## src/rtl/dsp_pkg.sv

```systemverilog
package dsp_pkg;

  typedef enum logic [1:0] {
    DC_NONE = 2'd0,
    DC_INT  = 2'd1,
    DC_FP   = 2'd2,
    DC_CR   = 2'd3
  } dclass_e;

  typedef enum logic [2:0] {
    ST_NONE      = 3'd0,
    ST_SERIAL    = 3'd1,
    ST_SPR       = 3'd2,
    ST_UNIT_BUSY = 3'd3,
    ST_RS_FULL   = 3'd4,
    ST_CB_FULL   = 3'd5,
    ST_REN_FULL  = 3'd6,
    ST_PORTS     = 3'd7
  } stall_e;

endpackage

```

## src/rtl/dsp_slot_chk.sv

```systemverilog
// Resource check for one dispatch slot, given what the older slots of the
// group consume. Produces a pass flag and the highest-priority stall reason.
module dsp_slot_chk
  import dsp_pkg::*;
#(
  parameter int DISP_IDX  = 0,
  parameter int NUM_UNITS = 6,
  parameter int UNIT_W    = 3,
  parameter int BR_UNIT   = 5,
  parameter int RS_CNT_W  = 3,
  parameter int CB_DEPTH  = 16,
  parameter int CB_CNT_W  = 5,
  parameter int REN_CNT_W = 5,
  parameter int CNT_W     = 3,
  parameter int SUM_W     = 4,
  parameter int RDP_W     = 2,
  parameter int RDP_AV_W  = 4
) (
  input  logic                          vld,
  input  logic [UNIT_W-1:0]             unit,
  input  dclass_e                       dcls,
  input  logic                          serial,
  input  logic                          sprwait,
  input  logic                          spr_pend,
  input  logic [NUM_UNITS-1:0]          older_units,
  input  logic                          older_ser,
  input  logic [CNT_W-1:0]              older_cls,
  input  logic [SUM_W-1:0]              older_rdp,
  input  logic [RDP_W-1:0]              own_rdp,
  input  logic [NUM_UNITS*RS_CNT_W-1:0] rs_free,
  input  logic [CB_CNT_W-1:0]           cb_free,
  input  logic [3*REN_CNT_W-1:0]        ren_free,
  input  logic [RDP_AV_W-1:0]           rdp_avail,
  output logic                          ok,
  output stall_e                        reason
);

  logic [RS_CNT_W-1:0]  rs_sel;
  logic [REN_CNT_W-1:0] ren_sel;
  logic                 busy;
  logic                 ser_block;

  // Pick the reservation count and busy bit of this slot's unit.
  always_comb begin
    rs_sel = '0;
    busy   = 1'b0;
    for (int u = 0; u < NUM_UNITS; u++) begin
      if (unit == UNIT_W'(u)) begin
        rs_sel = rs_free[u*RS_CNT_W +: RS_CNT_W];
        busy   = older_units[u];
      end
    end
  end

  // Pick the free count of this slot's rename pool.
  always_comb begin
    case (dcls)
      DC_INT:  ren_sel = ren_free[0*REN_CNT_W +: REN_CNT_W];
      DC_FP:   ren_sel = ren_free[1*REN_CNT_W +: REN_CNT_W];
      DC_CR:   ren_sel = ren_free[2*REN_CNT_W +: REN_CNT_W];
      default: ren_sel = '0;
    endcase
  end

  assign ser_block = older_ser ||
                     (serial && ((DISP_IDX != 0) || (int'(cb_free) != CB_DEPTH)));

  // Fixed priority: the first failing check names the reason.
  always_comb begin
    if (!vld)
      reason = ST_NONE;
    else if (ser_block)
      reason = ST_SERIAL;
    else if (sprwait && spr_pend && (int'(unit) == BR_UNIT))
      reason = ST_SPR;
    else if (busy)
      reason = ST_UNIT_BUSY;
    else if (rs_sel == '0)
      reason = ST_RS_FULL;
    else if (int'(cb_free) <= DISP_IDX)
      reason = ST_CB_FULL;
    else if ((dcls != DC_NONE) && (int'(ren_sel) <= int'(older_cls)))
      reason = ST_REN_FULL;
    else if ((int'(older_rdp) + int'(own_rdp)) > int'(rdp_avail))
      reason = ST_PORTS;
    else
      reason = ST_NONE;
  end

  assign ok = vld && (reason == ST_NONE);

endmodule

```

## src/rtl/dsp_tag_ring.sv

```systemverilog
// Circular tag pointer for one resource pool. Hands out ptr+offset tags per
// slot and advances by the number of entries taken.
module dsp_tag_ring #(
  parameter int DEPTH = 16,
  parameter int NSLOT = 4,
  parameter int OFF_W = 3,
  parameter int OUT_W = 4,
  localparam int TW   = (DEPTH > 1) ? $clog2(DEPTH) : 1
) (
  input  logic                   clk,
  input  logic                   rst,
  input  logic [OFF_W-1:0]       adv,
  input  logic [NSLOT*OFF_W-1:0] offs,
  output logic [NSLOT*OUT_W-1:0] tags
);

  logic [TW-1:0] ptr;

  always_ff @(posedge clk) begin
    if (rst)
      ptr <= '0;
    else
      ptr <= TW'((int'(ptr) + int'(adv)) % DEPTH);
  end

  for (genvar s = 0; s < NSLOT; s++) begin : g_tag
    assign tags[s*OUT_W +: OUT_W] =
      OUT_W'((int'(ptr) + int'(offs[s*OFF_W +: OFF_W])) % DEPTH);
  end

  // the pointer never leaves its ring, also for odd depths.
  p_ptr_in_ring_r11: assert property (@(posedge clk) disable iff (rst)
    int'(ptr) < DEPTH);

endmodule

```

## src/rtl/dsp_alloc.sv

```systemverilog
// In-order dispatch allocator: checks four oldest buffered instructions against
// unit, completion, rename and read-port resources, dispatches the passing
// prefix, hands out tags and reports the oldest stall reason.
module dsp_alloc
  import dsp_pkg::*;
#(
  parameter int DISP_W    = 4,
  parameter int NUM_UNITS = 6,
  parameter int BR_UNIT   = 5,
  parameter int RS_CNT_W  = 3,
  parameter int CB_DEPTH  = 16,
  parameter int INT_REN   = 8,
  parameter int FP_REN    = 8,
  parameter int CR_REN    = 16,
  parameter int RDP_W     = 2,
  parameter int RDP_AV_W  = 4,
  localparam int UNIT_W   = (NUM_UNITS > 1) ? $clog2(NUM_UNITS) : 1,
  localparam int CNT_W    = $clog2(DISP_W + 1),
  localparam int CB_TW    = $clog2(CB_DEPTH),
  localparam int CB_CNT_W = $clog2(CB_DEPTH + 1),
  localparam int REN_MAX  = (INT_REN > FP_REN) ? ((INT_REN > CR_REN) ? INT_REN : CR_REN)
                                               : ((FP_REN > CR_REN) ? FP_REN : CR_REN),
  localparam int REN_TW    = $clog2(REN_MAX),
  localparam int REN_CNT_W = $clog2(REN_MAX + 1)
) (
  input  logic                          clk,
  input  logic                          rst,
  input  logic [DISP_W-1:0]             slot_vld,
  input  logic [DISP_W*UNIT_W-1:0]      slot_unit,
  input  logic [DISP_W*2-1:0]           slot_dcls,
  input  logic [DISP_W-1:0]             slot_serial,
  input  logic [DISP_W-1:0]             slot_sprwait,
  input  logic [DISP_W*RDP_W-1:0]       slot_rdp,
  input  logic                          spr_pend,
  input  logic [NUM_UNITS*RS_CNT_W-1:0] rs_free,
  input  logic [CB_CNT_W-1:0]           cb_free,
  input  logic [3*REN_CNT_W-1:0]        ren_free,
  input  logic [RDP_AV_W-1:0]           rdp_avail,
  output logic [CNT_W-1:0]              disp_cnt,
  output logic [DISP_W-1:0]             alloc_vld,
  output logic [NUM_UNITS-1:0]          rs_alloc,
  output logic [DISP_W*CB_TW-1:0]       cb_tag,
  output logic [DISP_W*REN_TW-1:0]      ren_tag,
  output logic [2:0]                    stall
);

  localparam int SUM_W = $clog2(DISP_W * ((1 << RDP_W) - 1) + 1);

  // ---------------- slot unpacking ----------------
  logic [UNIT_W-1:0] unit_a [DISP_W];
  dclass_e           cls_a  [DISP_W];
  logic [RDP_W-1:0]  rdp_a  [DISP_W];

  always_comb begin
    for (int i = 0; i < DISP_W; i++) begin
      unit_a[i] = slot_unit[i*UNIT_W +: UNIT_W];
      cls_a[i]  = dclass_e'(slot_dcls[i*2 +: 2]);
      rdp_a[i]  = slot_rdp[i*RDP_W +: RDP_W];
    end
  end

  // ---------------- consumption by older slots ----------------
  logic [NUM_UNITS-1:0] older_units [DISP_W];
  logic [CNT_W-1:0]     older_cls   [DISP_W];
  logic [SUM_W-1:0]     older_rdp   [DISP_W];
  logic [DISP_W-1:0]    older_ser;

  always_comb begin
    for (int i = 0; i < DISP_W; i++) begin
      older_units[i] = '0;
      older_cls[i]   = '0;
      older_rdp[i]   = '0;
      older_ser[i]   = 1'b0;
      for (int j = 0; j < i; j++) begin
        for (int u = 0; u < NUM_UNITS; u++) begin
          if (unit_a[j] == UNIT_W'(u))
            older_units[i][u] = 1'b1;
        end
        if (cls_a[j] == cls_a[i])
          older_cls[i] = older_cls[i] + CNT_W'(1);
        older_rdp[i] = older_rdp[i] + SUM_W'(rdp_a[j]);
        if (slot_serial[j])
          older_ser[i] = 1'b1;
      end
    end
  end

  // ---------------- per-slot checks ----------------
  logic [DISP_W-1:0] slot_ok;
  stall_e            slot_why [DISP_W];

  for (genvar i = 0; i < DISP_W; i++) begin : g_chk
    dsp_slot_chk #(
      .DISP_IDX (i),
      .NUM_UNITS(NUM_UNITS),
      .UNIT_W   (UNIT_W),
      .BR_UNIT  (BR_UNIT),
      .RS_CNT_W (RS_CNT_W),
      .CB_DEPTH (CB_DEPTH),
      .CB_CNT_W (CB_CNT_W),
      .REN_CNT_W(REN_CNT_W),
      .CNT_W    (CNT_W),
      .SUM_W    (SUM_W),
      .RDP_W    (RDP_W),
      .RDP_AV_W (RDP_AV_W)
    ) u_chk (
      .vld        (slot_vld[i]),
      .unit       (unit_a[i]),
      .dcls       (cls_a[i]),
      .serial     (slot_serial[i]),
      .sprwait    (slot_sprwait[i]),
      .spr_pend   (spr_pend),
      .older_units(older_units[i]),
      .older_ser  (older_ser[i]),
      .older_cls  (older_cls[i]),
      .older_rdp  (older_rdp[i]),
      .own_rdp    (rdp_a[i]),
      .rs_free    (rs_free),
      .cb_free    (cb_free),
      .ren_free   (ren_free),
      .rdp_avail  (rdp_avail),
      .ok         (slot_ok[i]),
      .reason     (slot_why[i])
    );
  end

  // ---------------- in-order cut-off ----------------
  logic [DISP_W-1:0]    disp_c;
  logic [CNT_W-1:0]     disp_n;
  logic [NUM_UNITS-1:0] rs_alloc_c;
  stall_e               stall_c;
  logic [CNT_W-1:0]     ren_adv [3];

  always_comb begin
    logic go;
    go         = 1'b1;
    disp_c     = '0;
    disp_n     = '0;
    rs_alloc_c = '0;
    stall_c    = ST_NONE;
    for (int c = 0; c < 3; c++) ren_adv[c] = '0;
    for (int i = 0; i < DISP_W; i++) begin
      if (go && slot_vld[i]) begin
        if (slot_ok[i]) begin
          disp_c[i] = 1'b1;
          disp_n    = disp_n + CNT_W'(1);
          for (int u = 0; u < NUM_UNITS; u++) begin
            if (unit_a[i] == UNIT_W'(u))
              rs_alloc_c[u] = 1'b1;
          end
          for (int c = 0; c < 3; c++) begin
            if (cls_a[i] == dclass_e'(c + 1))
              ren_adv[c] = ren_adv[c] + CNT_W'(1);
          end
        end else begin
          stall_c = slot_why[i];
          go      = 1'b0;
        end
      end else begin
        go = 1'b0;
      end
    end
  end

  // ---------------- tag rings ----------------
  logic [DISP_W*CNT_W-1:0]  cb_offs;
  logic [DISP_W*CNT_W-1:0]  ren_offs;
  logic [DISP_W*CB_TW-1:0]  cb_tag_c;
  logic [DISP_W*REN_TW-1:0] rtag_c [3];
  logic [DISP_W*REN_TW-1:0] ren_tag_c;

  for (genvar i = 0; i < DISP_W; i++) begin : g_offs
    assign cb_offs[i*CNT_W +: CNT_W]  = CNT_W'(i);
    assign ren_offs[i*CNT_W +: CNT_W] = older_cls[i];
  end

  dsp_tag_ring #(
    .DEPTH(CB_DEPTH),
    .NSLOT(DISP_W),
    .OFF_W(CNT_W),
    .OUT_W(CB_TW)
  ) u_cb_ring (
    .clk (clk),
    .rst (rst),
    .adv (disp_n),
    .offs(cb_offs),
    .tags(cb_tag_c)
  );

  for (genvar c = 0; c < 3; c++) begin : g_ren
    localparam int DEP = (c == 0) ? INT_REN : ((c == 1) ? FP_REN : CR_REN);
    dsp_tag_ring #(
      .DEPTH(DEP),
      .NSLOT(DISP_W),
      .OFF_W(CNT_W),
      .OUT_W(REN_TW)
    ) u_ring (
      .clk (clk),
      .rst (rst),
      .adv (ren_adv[c]),
      .offs(ren_offs),
      .tags(rtag_c[c])
    );
  end

  always_comb begin
    for (int i = 0; i < DISP_W; i++) begin
      case (cls_a[i])
        DC_INT:  ren_tag_c[i*REN_TW +: REN_TW] = rtag_c[0][i*REN_TW +: REN_TW];
        DC_FP:   ren_tag_c[i*REN_TW +: REN_TW] = rtag_c[1][i*REN_TW +: REN_TW];
        DC_CR:   ren_tag_c[i*REN_TW +: REN_TW] = rtag_c[2][i*REN_TW +: REN_TW];
        default: ren_tag_c[i*REN_TW +: REN_TW] = '0;
      endcase
    end
  end

  // ---------------- output registers ----------------
  always_ff @(posedge clk) begin
    if (rst) begin
      disp_cnt  <= '0;
      alloc_vld <= '0;
      rs_alloc  <= '0;
      cb_tag    <= '0;
      ren_tag   <= '0;
      stall     <= ST_NONE;
    end else begin
      disp_cnt  <= disp_n;
      alloc_vld <= disp_c;
      rs_alloc  <= rs_alloc_c;
      cb_tag    <= cb_tag_c;
      ren_tag   <= ren_tag_c;
      stall     <= stall_c;
    end
  end

  // ---------------- assertions ----------------
  // the dispatched set is a prefix of the slots.
  p_prefix_r1: assert property (@(posedge clk) disable iff (rst)
    alloc_vld == DISP_W'((1 << disp_cnt) - 1));

  // each dispatched instruction used a distinct unit.
  p_one_per_unit_r2: assert property (@(posedge clk) disable iff (rst)
    $countones(rs_alloc) == int'(disp_cnt));

  // a unit only receives work when it reported room.
  for (genvar u = 0; u < NUM_UNITS; u++) begin : g_rs_chk
    p_rs_room_r3: assert property (@(posedge clk) disable iff (rst)
      rs_alloc[u] |-> ($past(rs_free[u*RS_CNT_W +: RS_CNT_W]) != '0));
  end

  // never more dispatches than completion entries offered.
  p_cb_room_r4: assert property (@(posedge clk) disable iff (rst)
    int'(disp_cnt) <= int'($past(cb_free)));

  // a dispatched serializer travels alone.
  p_serial_alone_r7: assert property (@(posedge clk) disable iff (rst)
    (alloc_vld[0] && $past(slot_serial[0])) |-> (disp_cnt == CNT_W'(1)));

  // a reported stall means the group was cut short.
  p_stall_short_r9: assert property (@(posedge clk) disable iff (rst)
    (stall != 3'd0) |-> (int'(disp_cnt) < DISP_W));

endmodule

```

## config.mk

```make
export PLATFORM = sky130hd
export DESIGN_NAME = dsp_alloc
export DESIGN_NICKNAME = d
export VERILOG_FILES = /design/src/rtl/dsp_pkg.sv /design/src/rtl/dsp_slot_chk.sv /design/src/rtl/dsp_tag_ring.sv /design/src/rtl/dsp_alloc.sv
export SDC_FILE = /design/constraint.sdc
export NUM_CORES = 1
export LEC_CHECK = 0
export CORE_MARGIN = 2
export CORE_UTILIZATION = 65
export DETAILED_ROUTE_END_ITERATION = 7
export DONT_BUFFER_PORTS = 1
export PLACE_DENSITY = 0.81
export SYNTH_ARGS = -nofsm -noshare
export SYNTH_HDL_FRONTEND = slang
export SYNTH_SLANG_ARGS = --single-unit
```

## constraint.sdc

```tcl
create_clock -name clk -period 7.22 [get_ports clk]
set_input_delay 0.361 -clock clk [delete_from_list [all_inputs] [get_ports clk]]
set_output_delay 0.361 -clock clk [all_outputs]
set_load 0.02 [all_outputs]
```

==> results of run 1 <==
## cells by family after synthesis
family                   share of synthesized area (%)
buffers and inverters                             6.28
flip-flops                                        20.0
adder cells (fa/ha/maj)                           20.2
multiplexers                                      3.51
XOR/XNOR                                          8.35
AO/OA/AOI/OAI                                     18.8
AND/OR/NAND/NOR                                   22.8
## flip-flops by register name (all words and copies together), names as in the netlist
name              flops
rs_alloc              6
alloc_vld             4
ren_tag              16
cb_tag               14
u_cb_ring.ptr         4
g_ren.u_ring.ptr     10
disp_cnt              3
stall                 3
## worst max-delay path, delay by kind of cell
family,cells,cell delay [ns]
adders and majority gates,5,1.49
AOI/OAI and AO/OA,3,0.48
and+or+nand+nor,8,2.17
buffers and inverters,2,0.26
muxes,2,0.40
xor gates and xnor gates,2,0.57
## power groups by stage
stage / clock [mW] / sequential [mW] / combinational [mW]
after floorplan: 0 / 0.355 / 0.192
after global placement: 0 / 0.357 / 0.214
after detailed placement: 0 / 0.357 / 0.225
after CTS: 0.339 / 0.349 / 0.226
after global routing: 0.359 / 0.350 / 0.260
final: 0.334 / 0.349 / 0.230
## layout make-up
cell class / instances / share of cell area (%)
clock inverter: 7 / 1.60
inverter: 49 / 2.98
sequential: 60 / 19.5
clock buffer: 9 / 2.01
multi-input combinational: 556 / 71.7
tap: 111 / 2.25
## how the worst max path moves through the flow
stage	cells past startpoint	slack, ns	to	startpoint
global placement	23	1.64	g_ren[2].u_ring.ptr[3]	slot_dcls[2]
global route	22	1.43	g_ren[0].u_ring.ptr[2]	slot_dcls[2]
finish	22	1.74	g_ren[0].u_ring.ptr[2]	slot_dcls[2]
detailed placement	23	1.42	g_ren[2].u_ring.ptr[3]	slot_dcls[2]
floorplan	23	1.99	g_ren[0].u_ring.ptr[2]	slot_dcls[2]
CTS	22	1.76	g_ren[0].u_ring.ptr[2]	slot_dcls[2]
## per-layer routing
layer  GRT usage, %  wire, um  up-vias  part of all wire, %
li1               -         -     2509                    -
met1           37.8      6170     2484                   40
met2           53.4      7560      266                   50
met3           6.69      1220       33                  8.0
met4           11.0       305        0                  2.0
met5              0         0        -                    0
## layout by cell type, fill, tap and decap left out, drive strengths merged, types with 13 or more instances in the layout
master,instances
nor2,55
nand3,15
nand2,40
nor4,13
xnor2,24
nor3,31
a21oi,23
xor2,28
nor2b,18
ha,76
o21ai,25
dfxtp,60
inv,50
fa,13
==> impl_metrics.yaml, run 1 <==
power_and_ir_drop:
  power_frac_comb_pct: 25.2
  switching_share_pct: 30.8
  total_power_mw: 0.913
  p_int_mw: 0.633
  ir_drop_uv: 99.6
  total_leakage_power_nw: 2.64
  power.density_mw_per_mm2: 148
  seq_power_share_pct: 38.2
  p_clk_share_pct: 36.6
  switchingPower_mw: 0.281
synthesis:
  synth_top_cell_area_share_pct: 20.0
  synthTopCellsByCount: "ha_1, dfxtp_1, nor2_1"
  synth_ff_type: "dfxtp_1"
  yosys.area.top_type: "dfxtp_1"
  yosysUniqueCellTypes: 90
  synth_most_common_cell: "ha_1"
  synthCells: 697
  synthArstFlopShare_pct: 0
  synth_area_leaders: "dfxtp_1, ha_1, fa_1"
  ys_seq_elements: 60
  syn_nets: 871
  synth.yosys.seq_area_share_pct: 20.0
  synth-edff-count: 0
  synth_area_per_cell_sq_um: 8.60
  netlist_area_sq_mm: 0.00599
  yosysWarnings: 0
sta:
  fin_ws_ns: 1.74
  worst_slew_pin_slew_ns: 0.866
  report.final.slew_viol_count: 0
  finalSetupTns_ns: 0
  setup_viol: 0
  fmax_mhz: 182
  hold_viol: 0
  final.period_utilization_pct: 75.9
  min_period_ns: 5.48
  skew_ns: 0.0112
  whs_ns: 0.0827
  rsz0062_at_grt: "no"
  slew_headroom_pct: 41.8
clocking:
  cts_sinks: 60
  numCtsBuffers: 9
  cts_resized: 0
  cts_tree: "yes"
  clk_latency_ns: 0.33
  clk_pin_slew_ns: 0.08
  clk_path_buf_depth: 2
  ctsHoldBuffers: 0
  clockRootBuffer: "clkbuf_8"
  htree_levels: 3
  post_cts_buffers: 0
grt:
  grtUsageTotal_pct: 30.8
  grt_start_max_net_pins: 54
  grt_pass1_vias: 5289
  antenna_found_initial: 0
  grt_pass1_wl_um: 25000
  grt_remaining_overflow: 0
routing:
  viasPerCell: 6.68
  wl_per_cell_um: 19.3
  drcViolationCount: 0
  first_pass_iters: 7
  initialDrtViolationCount: 433
  vias: 5292
  drtAntennaViolNets: 0
  drt_wl_total_um: 15300
min_path:
  hold-path-cell-count: 1
  hp-class: "primary input to flop"
  hold_end: "cb_tag[9]"
  min_from: "rst"
critical_path:
  crit_top_cell: "ha_1"
  reg2reg_from: "g_ren[0].u_ring.ptr[0]"
  crit_arrival_ns: 5.75
  r2r.worst_path.cells: 7
  setup.worst_path.start_class: "primary input"
  cp_max_fo: 11
  critical_path_class: "primary input to flop"
  cpMaxStageDelayCell: "or4b_1"
  cp_slowest_stage_delay_ns: 0.72
  end_kind: "flop"
  r2r_end: "ren_tag[14]"
  cp.required_ns: 7.49
  ff2ff_setup_slack_ns: 5.29
  path_cells: "inv_1 > ha_1 > a222oi_1 > or2_2 > ha_1 > o21ba_2 > nand4_1 > o41ai_1 > or4b_1 > inv_2 > ha_1 > nand2_1 > nor4_4 > nand4_4 > or2_4 > mux2_4 > ha_1 > mux2i_4 > fa_1 > xnor2_1 > xnor3_1 > nor2_1"
layout:
  seqCellArea_sq_mm: 0.00120
  diodes: 0
  fin_area_sq_mm: 0.00616
  multi_input_area_sq_mm: 0.00442
  fill_cells: 757
  finish.cell_count_without_fillers: 792
  area_growth_pct: 2.82
  final_layout_size_suffix_gt1_share_pct: 9.40
  layout.nets: 850
  final_core_util_pct: 67.7
placed_design:
  post_dp_cell_area_sq_mm: 0.00594
  dp_worst_setup_slack_ns: 1.42
  port_buffers: 0
  place.gp.congestion: 1.01
  dp_cells: 776
  post-dp-hpwl_um: 12000
die:
  initial_core_util_pct: 65.8
  die_y_um: 100
  row_count: 35
  core-area_sq_mm: 0.00911
  die_area_sq_mm: 0.0100
  die_w_um: 100
  ios: 133
run:
  drv_cap: 0
outcome:
  status: "completed"
No activity file was read; power rests on OpenSTA's default activity.
==> run 2: changes to the inputs <==
--- a/config.mk
+++ b/config.mk
@@ -6,10 +6,10 @@
 export NUM_CORES = 1
 export LEC_CHECK = 0
 export CORE_MARGIN = 2
-export CORE_UTILIZATION = 65
+export CORE_UTILIZATION = 59
 export DETAILED_ROUTE_END_ITERATION = 7
 export DONT_BUFFER_PORTS = 1
-export PLACE_DENSITY = 0.81
+export PLACE_DENSITY = 0.78
 export SYNTH_ARGS = -nofsm -noshare
 export SYNTH_HDL_FRONTEND = slang
 export SYNTH_SLANG_ARGS = --single-unit
==> constraint.sdc (replaced) <==
create_clock -name clk -period 4.9 [get_ports clk]
set_input_delay 0.245 -clock clk [delete_from_list [all_inputs] [get_ports clk]]
set_output_delay 0.245 -clock clk [all_outputs]
set_load 0.02 [all_outputs]
==> run 2 against run 1 <==
  * Sequential cell count did not move
  * Clock power rose by 37%
  * Sequential power rose by 47%
  * Final area rose by 6.2%
  * Power rose by 49%
  * Critical path type unchanged
  * Critical endpoint unchanged
==> impl_metrics.yaml, run 2 (synthesized netlist as in run 1, its figures left out) <==
outcome:
  status: "completed"
layout:
  multi_input_area_sq_mm: 0.00455
  largest_reg_flops: 16
  area_growth_pct: 9.18
  top_regs: "ren_tag (16), cb_tag (14), g_ren.u_ring.ptr (10)"
  fill_cells: 857
  final_cell_mix: "ha_1, dfxtp_1, nor2_1, inv_1, nand2_1"
  diodes: 0
  final_common_cell: "ha_1"
  final_layout_size_suffix_gt1_share_pct: 15.8
  seqCellArea_sq_mm: 0.00120
  layout.nets: 879
  top_register: "ren_tag"
grt:
  grt_pass1_vias: 5551
  grt_start_max_net_pins: 51
  antenna_found_initial: 0
  grtUsageTotal_pct: 30.9
  grt_remaining_overflow: 0
  grt_pass1_wl_um: 27600
critical_path:
  crit_start: "slot_rdp[0]"
  cp_slowest_stage_delay_ns: 0.59
  end_kind: "flop"
  cp_max_fo: 4
  path_cells: "ha_4 > fa_1 > inv_1 > buf_4 > fa_1 > inv_1 > ha_1 > nor2b_1 > o211ai_1 > a21oi_1 > nor3_1 > buf_4 > nand4_4 > or2_4 > mux2_4 > ha_4 > mux2i_4 > fa_2 > xnor2_1 > xnor3_1 > nor2_1"
  cpMaxStageDelayCell: "fa_1"
  setup.worst_path.start_class: "primary input"
  cp_top_family: "adder cells"
  critical_path_class: "primary input to flop"
  path_buf_inv: 4
  crit_arrival_ns: 5.00
  reg2reg_from: "g_ren[1].u_ring.ptr[0]"
  cp.required_ns: 5.19
sta:
  setup_viol: 0
  worst_slew_pin_slew_ns: 0.753
  min_period_ns: 4.71
  report.final.slew_viol_count: 0
  whs_ns: 0.0760
  final.period_utilization_pct: 96.2
  skew_ns: 0.0125
  slew_headroom_pct: 48.5
  fmax_mhz: 212
  rsz0062_at_grt: "no"
  hold_viol: 0
power_and_ir_drop:
  power_frac_comb_pct: 28.5
  switching_share_pct: 32.8
  total_power_mw: 1.36
  p_clk_share_pct: 33.6
  total_leakage_power_nw: 2.79
  p_int_mw: 0.912
  seq_power_share_pct: 37.9
  power.density_mw_per_mm2: 208
  ir_drop_uv: 152
  switchingPower_mw: 0.446
clocking:
  clk_pin_slew_ns: 0.07
  numCtsBuffers: 9
  htree_levels: 3
  clk_path_buf_depth: 2
  cts_sinks: 60
  clk_latency_ns: 0.34
  cts_tree: "yes"
  post_cts_buffers: 0
  clockRootBuffer: "clkbuf_8"
die:
  row_count: 36
  ios: 133
  die_y_um: 105
  die_area_sq_mm: 0.0110
  core-area_sq_mm: 0.00982
  initial_core_util_pct: 61.0
  die_w_um: 105
routing:
  vias: 5431
  viasPerCell: 6.44
  initialDrtViolationCount: 417
  drt_wl_total_um: 16500
  first_pass_iters: 8
  drtAntennaViolNets: 0
  drcViolationCount: 0
  wl_per_cell_um: 19.5
placed_design:
  port_buffers: 0
  post-dp-hpwl_um: 12700
  place.gp.congestion: 0.952
run:
  drv_cap: 0
min_path:
  min_from: "rst"
  hp-class: "primary input to flop"
==> run 2: path summary, 6_finish.rpt <==
kind                             to  slack [ns]  cells after the start
max          g_ren[0].u_ring.ptr[2]        0.19                     21
min                    alloc_vld[0]        0.08                      1
max reg2reg             ren_tag[14]        2.89                      7
min reg2reg               cb_tag[9]        0.53                      1
==> run 2: what timing repair did <==
item,CTS,global route
setup endpoints to repair,0,3
gates resized for setup,0,3
hold buffers,1,0
endpoints found under the hold margin,50,0
==> run 2: layout make-up <==
cell class / count / area share [%]
repair buffers: 29 / 3.71
clock inverters: 7 / 1.15
inverters: 49 / 2.85
flip-flops and latches: 60 / 18.4
well taps: 133 / 2.54
clock buffers: 9 / 1.89
multi-input cells: 556 / 69.5
==> run 2: power by group through the flow <==
stage	combinational, mW	clock (mW)	sequential [mW]
floorplan	0.291	0	0.523
global placement	0.353	0	0.526
detailed placement	0.369	0	0.526
CTS	0.382	0.463	0.515
global route	0.435	0.487	0.515
finish	0.388	0.456	0.514
==> run 2: worst register-to-register path, cell delays in order (launching register included) <==
cell     delay (ns)
dfxtp_1        0.36
mux2_2         0.29
ha_1           0.20
fa_1           0.37
xor2_1         0.20
xnor2_1        0.15
a22oi_1        0.11
nor3_1         0.23
==> run 2: per-layer routing <==
layer	GRT usage (%)	vias to the layer above	wire length, um
met2	53.2	229	7910
met5	0	-	0
met4	6.95	0	196
li1	-	2570	-
met3	5.74	18	1270
met1	40.2	2614	7080
==> run 2: metrics by stage <==
stage	worst slack [ns]	util, %	cell area (sq um)	std cells	setup TNS (ns)
5_1_grt	0.0180	66.7	6550	843	0
2_1_floorplan	-0.0872	-	6130	697	-0.323
4_1_cts	0.183	66.6	6540	843	0
3_5_place_dp	-0.137	64.3	6320	826	-0.392
6_report	0.187	66.7	6550	843	0
3_3_place_gp	0.0126	64.3	6320	826	0
